$ cat config.mk
export PLATFORM = sky130hd
export DESIGN_NAME = vidTimingGen
export DESIGN_NICKNAME = d
export VERILOG_FILES = /design/src/rtl/vidTimingPkg.sv /design/src/rtl/vidTimingCtrl.sv /design/src/rtl/vidTimingPath.sv /design/src/rtl/vidTimingGen.sv
export SDC_FILE = /design/constraint.sdc
export NUM_CORES = 1
export LEC_CHECK = 0
export ABC_AREA = 1
export BUFFER_PORTS_ARGS = -buffer_cell sky130_fd_sc_hd__buf_2
export CAP_MARGIN = 25
export CORE_MARGIN = 2
export CORE_UTILIZATION = 45
export CTS_BUF_LIST = sky130_fd_sc_hd__clkbuf_2 sky130_fd_sc_hd__clkbuf_4 sky130_fd_sc_hd__clkbuf_8
export CTS_CLUSTER_SIZE = 30
export DETAILED_ROUTE_END_ITERATION = 6
export PLACE_DENSITY = 0.68
export SLEW_MARGIN = 20
export SYNTH_ARGS = -nofsm -noshare
export SYNTH_HDL_FRONTEND = slang
export SYNTH_SLANG_ARGS = --single-unit
$ cat constraint.sdc
create_clock -name clk -period 4 [get_ports clk]
set_input_delay 0.2 -clock clk [delete_from_list [all_inputs] [get_ports clk]]
set_output_delay 0.2 -clock clk [all_outputs]
set_load 0.02 [all_outputs]
$ cat src/rtl/vidTimingPkg.sv
package vidTimingPkg;

  // Settings handed from the register block to the timing datapath
  typedef struct packed {
    logic              hPol;
    logic              vPol;
    logic              fPol;
    logic signed [5:0] hShift;
    logic [7:0]        vTotal;
  } ctrlBus_t;

  // Sign-magnitude shift code: bit 4 is the sign, bits 3..0 the magnitude
  function automatic logic signed [5:0] decodeShift(input logic [4:0] code);
    logic signed [5:0] mag;
    mag = $signed({2'b00, code[3:0]});
    return code[4] ? -mag : mag;
  endfunction

  // Field length selection; the reserved code falls back to the default
  function automatic logic [7:0] decodeVTotal(input logic [1:0] code);
    case (code)
      2'b01:   return 8'd241;
      2'b10:   return 8'd242;
      default: return 8'd240;
    endcase
  endfunction

endpackage

$ cat src/rtl/vidTimingCtrl.sv
module vidTimingCtrl
  import vidTimingPkg::*;
#(
  parameter logic [7:0] ADDR_IO = 8'h04,
  parameter logic [7:0] ADDR_TM = 8'h05
) (
  input  logic       clk,
  input  logic       rstN,
  input  logic [7:0] regAddr,
  input  logic [7:0] regWrData,
  input  logic       regWr,
  output logic [7:0] regRdData,
  output logic       syncOe,
  output logic       blankOe,
  output ctrlBus_t   cfg
);

  logic [4:0] ioReg;
  logic [6:0] tmReg;

  always_ff @(posedge clk) begin
    if (!rstN) begin
      ioReg <= '0;
      tmReg <= '0;
    end else if (regWr) begin
      if (regAddr == ADDR_IO) ioReg <= regWrData[4:0];
      if (regAddr == ADDR_TM) tmReg <= regWrData[6:0];
    end
  end

  always_comb begin
    if (regAddr == ADDR_IO)      regRdData = {3'b000, ioReg};
    else if (regAddr == ADDR_TM) regRdData = {1'b0, tmReg};
    else                         regRdData = 8'h00;
  end

  assign syncOe      = ioReg[0];
  assign blankOe     = ~ioReg[1];
  assign cfg.hPol    = ioReg[2];
  assign cfg.vPol    = ioReg[3];
  assign cfg.fPol    = ioReg[4];
  assign cfg.hShift  = decodeShift(tmReg[4:0]);
  assign cfg.vTotal  = decodeVTotal(tmReg[6:5]);

  AST_IO_HOLD: assert property (@(posedge clk) disable iff (!rstN)
    !(regWr && regAddr == ADDR_IO) |=> $stable(ioReg));

endmodule

$ cat src/rtl/vidTimingPath.sv
module vidTimingPath
  import vidTimingPkg::*;
#(
  parameter int LINE_LEN     = 858,
  parameter int HBLANK_START = 720,
  parameter int HBLANK_WIDTH = 138,
  parameter int HSYNC_START  = 736,
  parameter int HSYNC_WIDTH  = 64,
  parameter int VBLANK_LINES = 20,
  parameter int VSYNC_LINES  = 3
) (
  input  logic     clk,
  input  logic     rstN,
  input  ctrlBus_t cfg,
  output logic     hSync,
  output logic     hBlank,
  output logic     vSync,
  output logic     vBlank,
  output logic     field
);

  localparam int HW = $clog2(LINE_LEN);
  localparam logic [HW-1:0] H_LAST = HW'(LINE_LEN - 1);

  logic [HW-1:0]     hCnt;
  logic [7:0]        vCnt;
  logic              fieldOdd;
  logic signed [5:0] actShift;
  logic [7:0]        actVTotal;
  logic              lineEnd;
  logic              frameEnd;
  logic              hSyncRaw, hBlankRaw, vSyncRaw, vBlankRaw;

  assign lineEnd  = (hCnt == H_LAST);
  assign frameEnd = lineEnd && (vCnt >= actVTotal - 8'd1);

  // Counters and line-boundary loading of the timing settings
  always_ff @(posedge clk) begin
    if (!rstN) begin
      hCnt      <= '0;
      vCnt      <= '0;
      fieldOdd  <= 1'b1;
      actShift  <= '0;
      actVTotal <= 8'd240;
    end else begin
      hCnt <= lineEnd ? '0 : hCnt + HW'(1);
      if (lineEnd) begin
        vCnt      <= frameEnd ? 8'd0 : vCnt + 8'd1;
        actShift  <= cfg.hShift;
        actVTotal <= cfg.vTotal;
        if (frameEnd) fieldOdd <= ~fieldOdd;
      end
    end
  end

  // Shifted horizontal blanking window, wrapped around the line
  always_comb begin
    int startPos;
    int rel;
    startPos = HBLANK_START + LINE_LEN + int'(actShift);
    if (startPos >= 2 * LINE_LEN) startPos = startPos - 2 * LINE_LEN;
    else if (startPos >= LINE_LEN) startPos = startPos - LINE_LEN;
    rel = int'(hCnt) - startPos;
    if (rel < 0) rel = rel + LINE_LEN;
    hBlankRaw = (rel < HBLANK_WIDTH);
  end

  assign hSyncRaw  = (int'(hCnt) >= HSYNC_START) && (int'(hCnt) < HSYNC_START + HSYNC_WIDTH);
  assign vBlankRaw = (int'(vCnt) < VBLANK_LINES);
  assign vSyncRaw  = (int'(vCnt) < VSYNC_LINES);

  // Registered polarity stage
  always_ff @(posedge clk) begin
    if (!rstN) begin
      hSync  <= 1'b0;
      hBlank <= 1'b0;
      vSync  <= 1'b0;
      vBlank <= 1'b0;
      field  <= 1'b0;
    end else begin
      hSync  <= hSyncRaw  ^ cfg.hPol;
      hBlank <= hBlankRaw ^ cfg.hPol;
      vSync  <= vSyncRaw  ^ cfg.vPol;
      vBlank <= vBlankRaw ^ cfg.vPol;
      field  <= fieldOdd  ^ cfg.fPol;
    end
  end

  AST_HCNT_RANGE: assert property (@(posedge clk) disable iff (!rstN)
    int'(hCnt) < LINE_LEN);
  AST_VCNT_WRAP: assert property (@(posedge clk) disable iff (!rstN)
    frameEnd |=> (vCnt == 8'd0));
  AST_VSYNC_IN_VBLANK: assert property (@(posedge clk) disable iff (!rstN)
    vSyncRaw |-> vBlankRaw);
  AST_FIELD_STEADY: assert property (@(posedge clk) disable iff (!rstN)
    !frameEnd |=> $stable(fieldOdd));
  AST_TIMING_HOLD: assert property (@(posedge clk) disable iff (!rstN)
    !lineEnd |=> ($stable(actShift) && $stable(actVTotal)));

endmodule

$ cat src/rtl/vidTimingGen.sv
module vidTimingGen
  import vidTimingPkg::*;
#(
  parameter int LINE_LEN     = 858,
  parameter int HBLANK_START = 720,
  parameter int HBLANK_WIDTH = 138,
  parameter int HSYNC_START  = 736,
  parameter int HSYNC_WIDTH  = 64,
  parameter int VBLANK_LINES = 20,
  parameter int VSYNC_LINES  = 3
) (
  input  logic       clk,
  input  logic       rstN,
  input  logic [7:0] regAddr,
  input  logic [7:0] regWrData,
  input  logic       regWr,
  output logic [7:0] regRdData,
  output logic       hSync,
  output logic       hBlank,
  output logic       vSync,
  output logic       vBlank,
  output logic       field,
  output logic       syncOe,
  output logic       blankOe
);

  ctrlBus_t cfg;

  vidTimingCtrl uCtrl (
    .clk       (clk),
    .rstN      (rstN),
    .regAddr   (regAddr),
    .regWrData (regWrData),
    .regWr     (regWr),
    .regRdData (regRdData),
    .syncOe    (syncOe),
    .blankOe   (blankOe),
    .cfg       (cfg)
  );

  vidTimingPath #(
    .LINE_LEN     (LINE_LEN),
    .HBLANK_START (HBLANK_START),
    .HBLANK_WIDTH (HBLANK_WIDTH),
    .HSYNC_START  (HSYNC_START),
    .HSYNC_WIDTH  (HSYNC_WIDTH),
    .VBLANK_LINES (VBLANK_LINES),
    .VSYNC_LINES  (VSYNC_LINES)
  ) uPath (
    .clk    (clk),
    .rstN   (rstN),
    .cfg    (cfg),
    .hSync  (hSync),
    .hBlank (hBlank),
    .vSync  (vSync),
    .vBlank (vBlank),
    .field  (field)
  );

endmodule

==> reports/metrics.cfg <==
[outcome]
outcome=finished, final reports clean

[clocking]
clockBufferDepth=2
cts_buffers=5
htreeDepth=2
cts_tree=done
clock_latency_ps=300
cts-root-buf=clkbuf_8
clk_pin_slew_ps=80
clock-sinks=44

[drt]
vias_per_cell=4.83
drt_first_pass_iters=4
wl_met3_um=198
postRouteAntennaNets=0
routedWlPerCell_um=10.5
dr_wl_met2_mm=3.16
wl_met1_mm=3.38
vias=3121
wl_mm=6.78
routed.top_layer=met4
drt-initial-drc-count=130
route.detailed.drc=0

[final_layout]
fin_nets=594
final_cell_count_no_fill=646
antennaDiodeCount=0
syn2layout_area_growth_pct=12.0
drive_gt1_share_pct=11.6

[yosys]
synth_top_area_share_pct=27.2
ys_async_sr_fraction_pct=0
yosysSeqAreaShare_pct=27.2
synth_area_leader_cell=dfxtp_1
synthTopCellsByArea=dfxtp_1, nand2_1, inv_1
synth_cells=515
synth_edf_count=0
synth_top_flop_cell=dfxtp_1
avgSynthCellArea_um2=6.29
syn_area_mm2=0.00324
ys_types=35
yosys_warnings=0
ys_seq_elements=44

[sta]
period_minus_slack_ps=3600
final.setup.tns_ps=0
worst_pin_slew_ps=715
setup_ws_ps=402
finalHoldViolations=0
max_freq_ghz=0.278
slew_headroom_pct=51.9
slew_viol_final=0
period_share_pct=90.0
finalSetupViolCount=0
hold_ws_ps=165
skew_ps=14.3

[worst_setup_path]
critPathRequiredTime_ps=4200
worstPathMaxFanout=8
crit_arrival_ps=3800
critPathKind=reg -> reg
cp-start-kind=flop
endpoint_kind=flop

[die]
die_h_um=88.9
pin_count=34
row_count=30
die_area_mm2=0.00790
core_area_mm2=0.00687
die_w_um=88.9
initial_core_util_pct=47.2

[power_and_ir_drop]
p_leak_nw=1.84
ir_worst_vdd_v=0.000147
p_per_area_mw_per_mm2=229
total_power_mw=0.833

[job]
cap_violations=0

[place]
portBuffers=31
place_hpwl_mm=5.58
gp_congestion=0.821
placed_cells=637
post-place-ws_ps=223

[global_routing]
antenna_found_initial=0
grt_pass1_wl_mm=12.3
overflow=0
grt_start_max_net_pins=19
grt_usage_pct=19.2
grt_pass1_vias=2931

[min_path]
holdCritPathClass=in -> reg

==> cells in the final DEF, fill, tap and decap left out, drive strengths merged <==
| cell | netlist | layout |
|---|---|---|
| a21oi | 36 | 36 |
| nor3b | 2 | 2 |
| o32ai | 3 | 3 |
| o21a | 3 | 3 |
| dfxtp | 44 | 44 |
| or2 | 1 | 1 |
| nor2 | 50 | 50 |
| inv | 90 | 90 |
| fa | 1 | 1 |
| nand3 | 35 | 35 |
| buf | 4 | 33 |
| conb | 2 | 3 |
| nand2 | 145 | 145 |
| nor3 | 8 | 8 |
| nor4 | 7 | 7 |
| o2111ai | 1 | 1 |
| clkinv | 1 | 2 |
| clkbuf | 3 | 7 |
| o21ai | 29 | 29 |
| xor2 | 9 | 9 |
| a41oi | 1 | 1 |
| a211oi | 3 | 3 |
| o22ai | 4 | 4 |
| nand4 | 2 | 2 |
| a21o | 1 | 1 |
| xnor2 | 5 | 5 |
| ha | 25 | 25 |
==> critical path, stage by stage (launching register included) <==
cell	delay [ps]
dfxtp_4	370
ha_1	340
inv_1	60
ha_1	170
a21o_1	190
nand3_1	80
a21oi_1	60
a21oi_1	150
ha_2	320
nand2_1	120
inv_1	60
nand2_1	60
nand2_1	50
nand2_1	50
nand2_1	40
nor2_1	360
buf_4	240
nand2_1	60
nand2_1	50
nand2_1	50
nor2_1	90
nand3_1	70
nand2_1	90
nand2_1	60
inv_1	40
nand3_1	80
a21oi_1	130
nor2_1	50
==> final cells by class <==
| cell class | instances | area, um2 |
|---|---|---|
| Multi-Input combinational cell | 374 | 2020 |
| Sequential cell | 44 | 885 |
| Clock buffer | 7 | 83.8 |
| Timing Repair Buffer | 33 | 170 |
| Inverter | 91 | 342 |
| Tap cell | 96 | 120 |
| Clock inverter | 1 | 8.76 |
| Fill cell | 708 | 3240 |
==> cell usage after synthesis, types with 2 or more instances <==
cell type,instances
a211oi_1,3
a21oi_1,33
a21oi_2,3
clkbuf_1,3
conb_1,2
dfxtp_1,44
ha_1,25
inv_1,89
nand2_1,137
nand2_2,8
nand3_1,33
nand3_2,2
nand4_1,2
nor2_1,50
nor3_1,7
nor3b_1,2
nor4_1,7
o21a_1,3
o21ai_0,29
o22ai_1,4
o32ai_1,3
xnor2_1,5
xor2_1,9
==> state kept, by name (all words and copies together), names as in the netlist <==
| signal | count |
|---|---|
| uCtrl.ioReg | 5 |
| uCtrl.tmReg | 7 |
| uPath.actShift | 6 |
| uPath.actVTotal | 2 |
| uPath.field | 1 |
| uPath.fieldOdd | 1 |
| uPath.hBlank | 1 |
| uPath.hCnt | 10 |
| uPath.hSync | 1 |
| uPath.vBlank | 1 |
| uPath.vCnt | 8 |
| uPath.vSync | 1 |
==> where the power goes <==
group          internal [mW]  leakage (nW)  total (mW)  switching (mW)
Clock                  0.138        0.0493       0.286           0.148
Sequential             0.442         0.357       0.445         0.00328
Combinational         0.0367          1.44       0.101          0.0644
==> timing repair <==
item,in CTS,in global routing
hold buffers,0,0
resized for setup,0,10
setup endpoints to repair,0,1
setup buffers,0,1
==> stage by stage <==
step           utilization (%)  area [um2]
2_1_floorplan                -        3250
3_3_place_gp              50.8        3490
3_5_place_dp              50.8        3490
4_1_cts                   52.1        3580
5_1_grt                   52.9        3630
6_report                  52.9        3630
==> kinds of logic (layout without fill, tap and decap cells) <==
kind of cell | count (synthesis) | after routing | share of synthesized area (%)
xor gates and xnor gates | 14 | 14 | 3.78
other | 2 | 3 | 0.232
buffers and inverters | 98 | 132 | 11.7
adders and majority gates | 26 | 26 | 10.3
DFF | 44 | 44 | 27.2
and+or+nand+nor | 250 | 250 | 32.7
AOI/OAI and AO/OA | 81 | 81 | 14.1
==> layer usage <==
metal  vias to the layer above  global-route usage [%]
met3                         4                    3.17
met2                        53                    33.7
met4                         0                    3.44
li1                       1713                       -
met1                      1351                    25.1
met5                         -                       0
==> worst paths after layout <==
path	from	to	slack, ps	cells past startpoint
worst min-delay path	regWrData[4]	uCtrl.ioReg[4]	170	3
worst max register to register	uPath.actShift[1]	uPath.hBlank	400	27
worst min register to register	uCtrl.tmReg[5]	uPath.actVTotal[1]	460	1
worst max-delay path	uPath.actShift[1]	uPath.hBlank	400	27
Note: power is estimated with default switching activity, not from simulation.
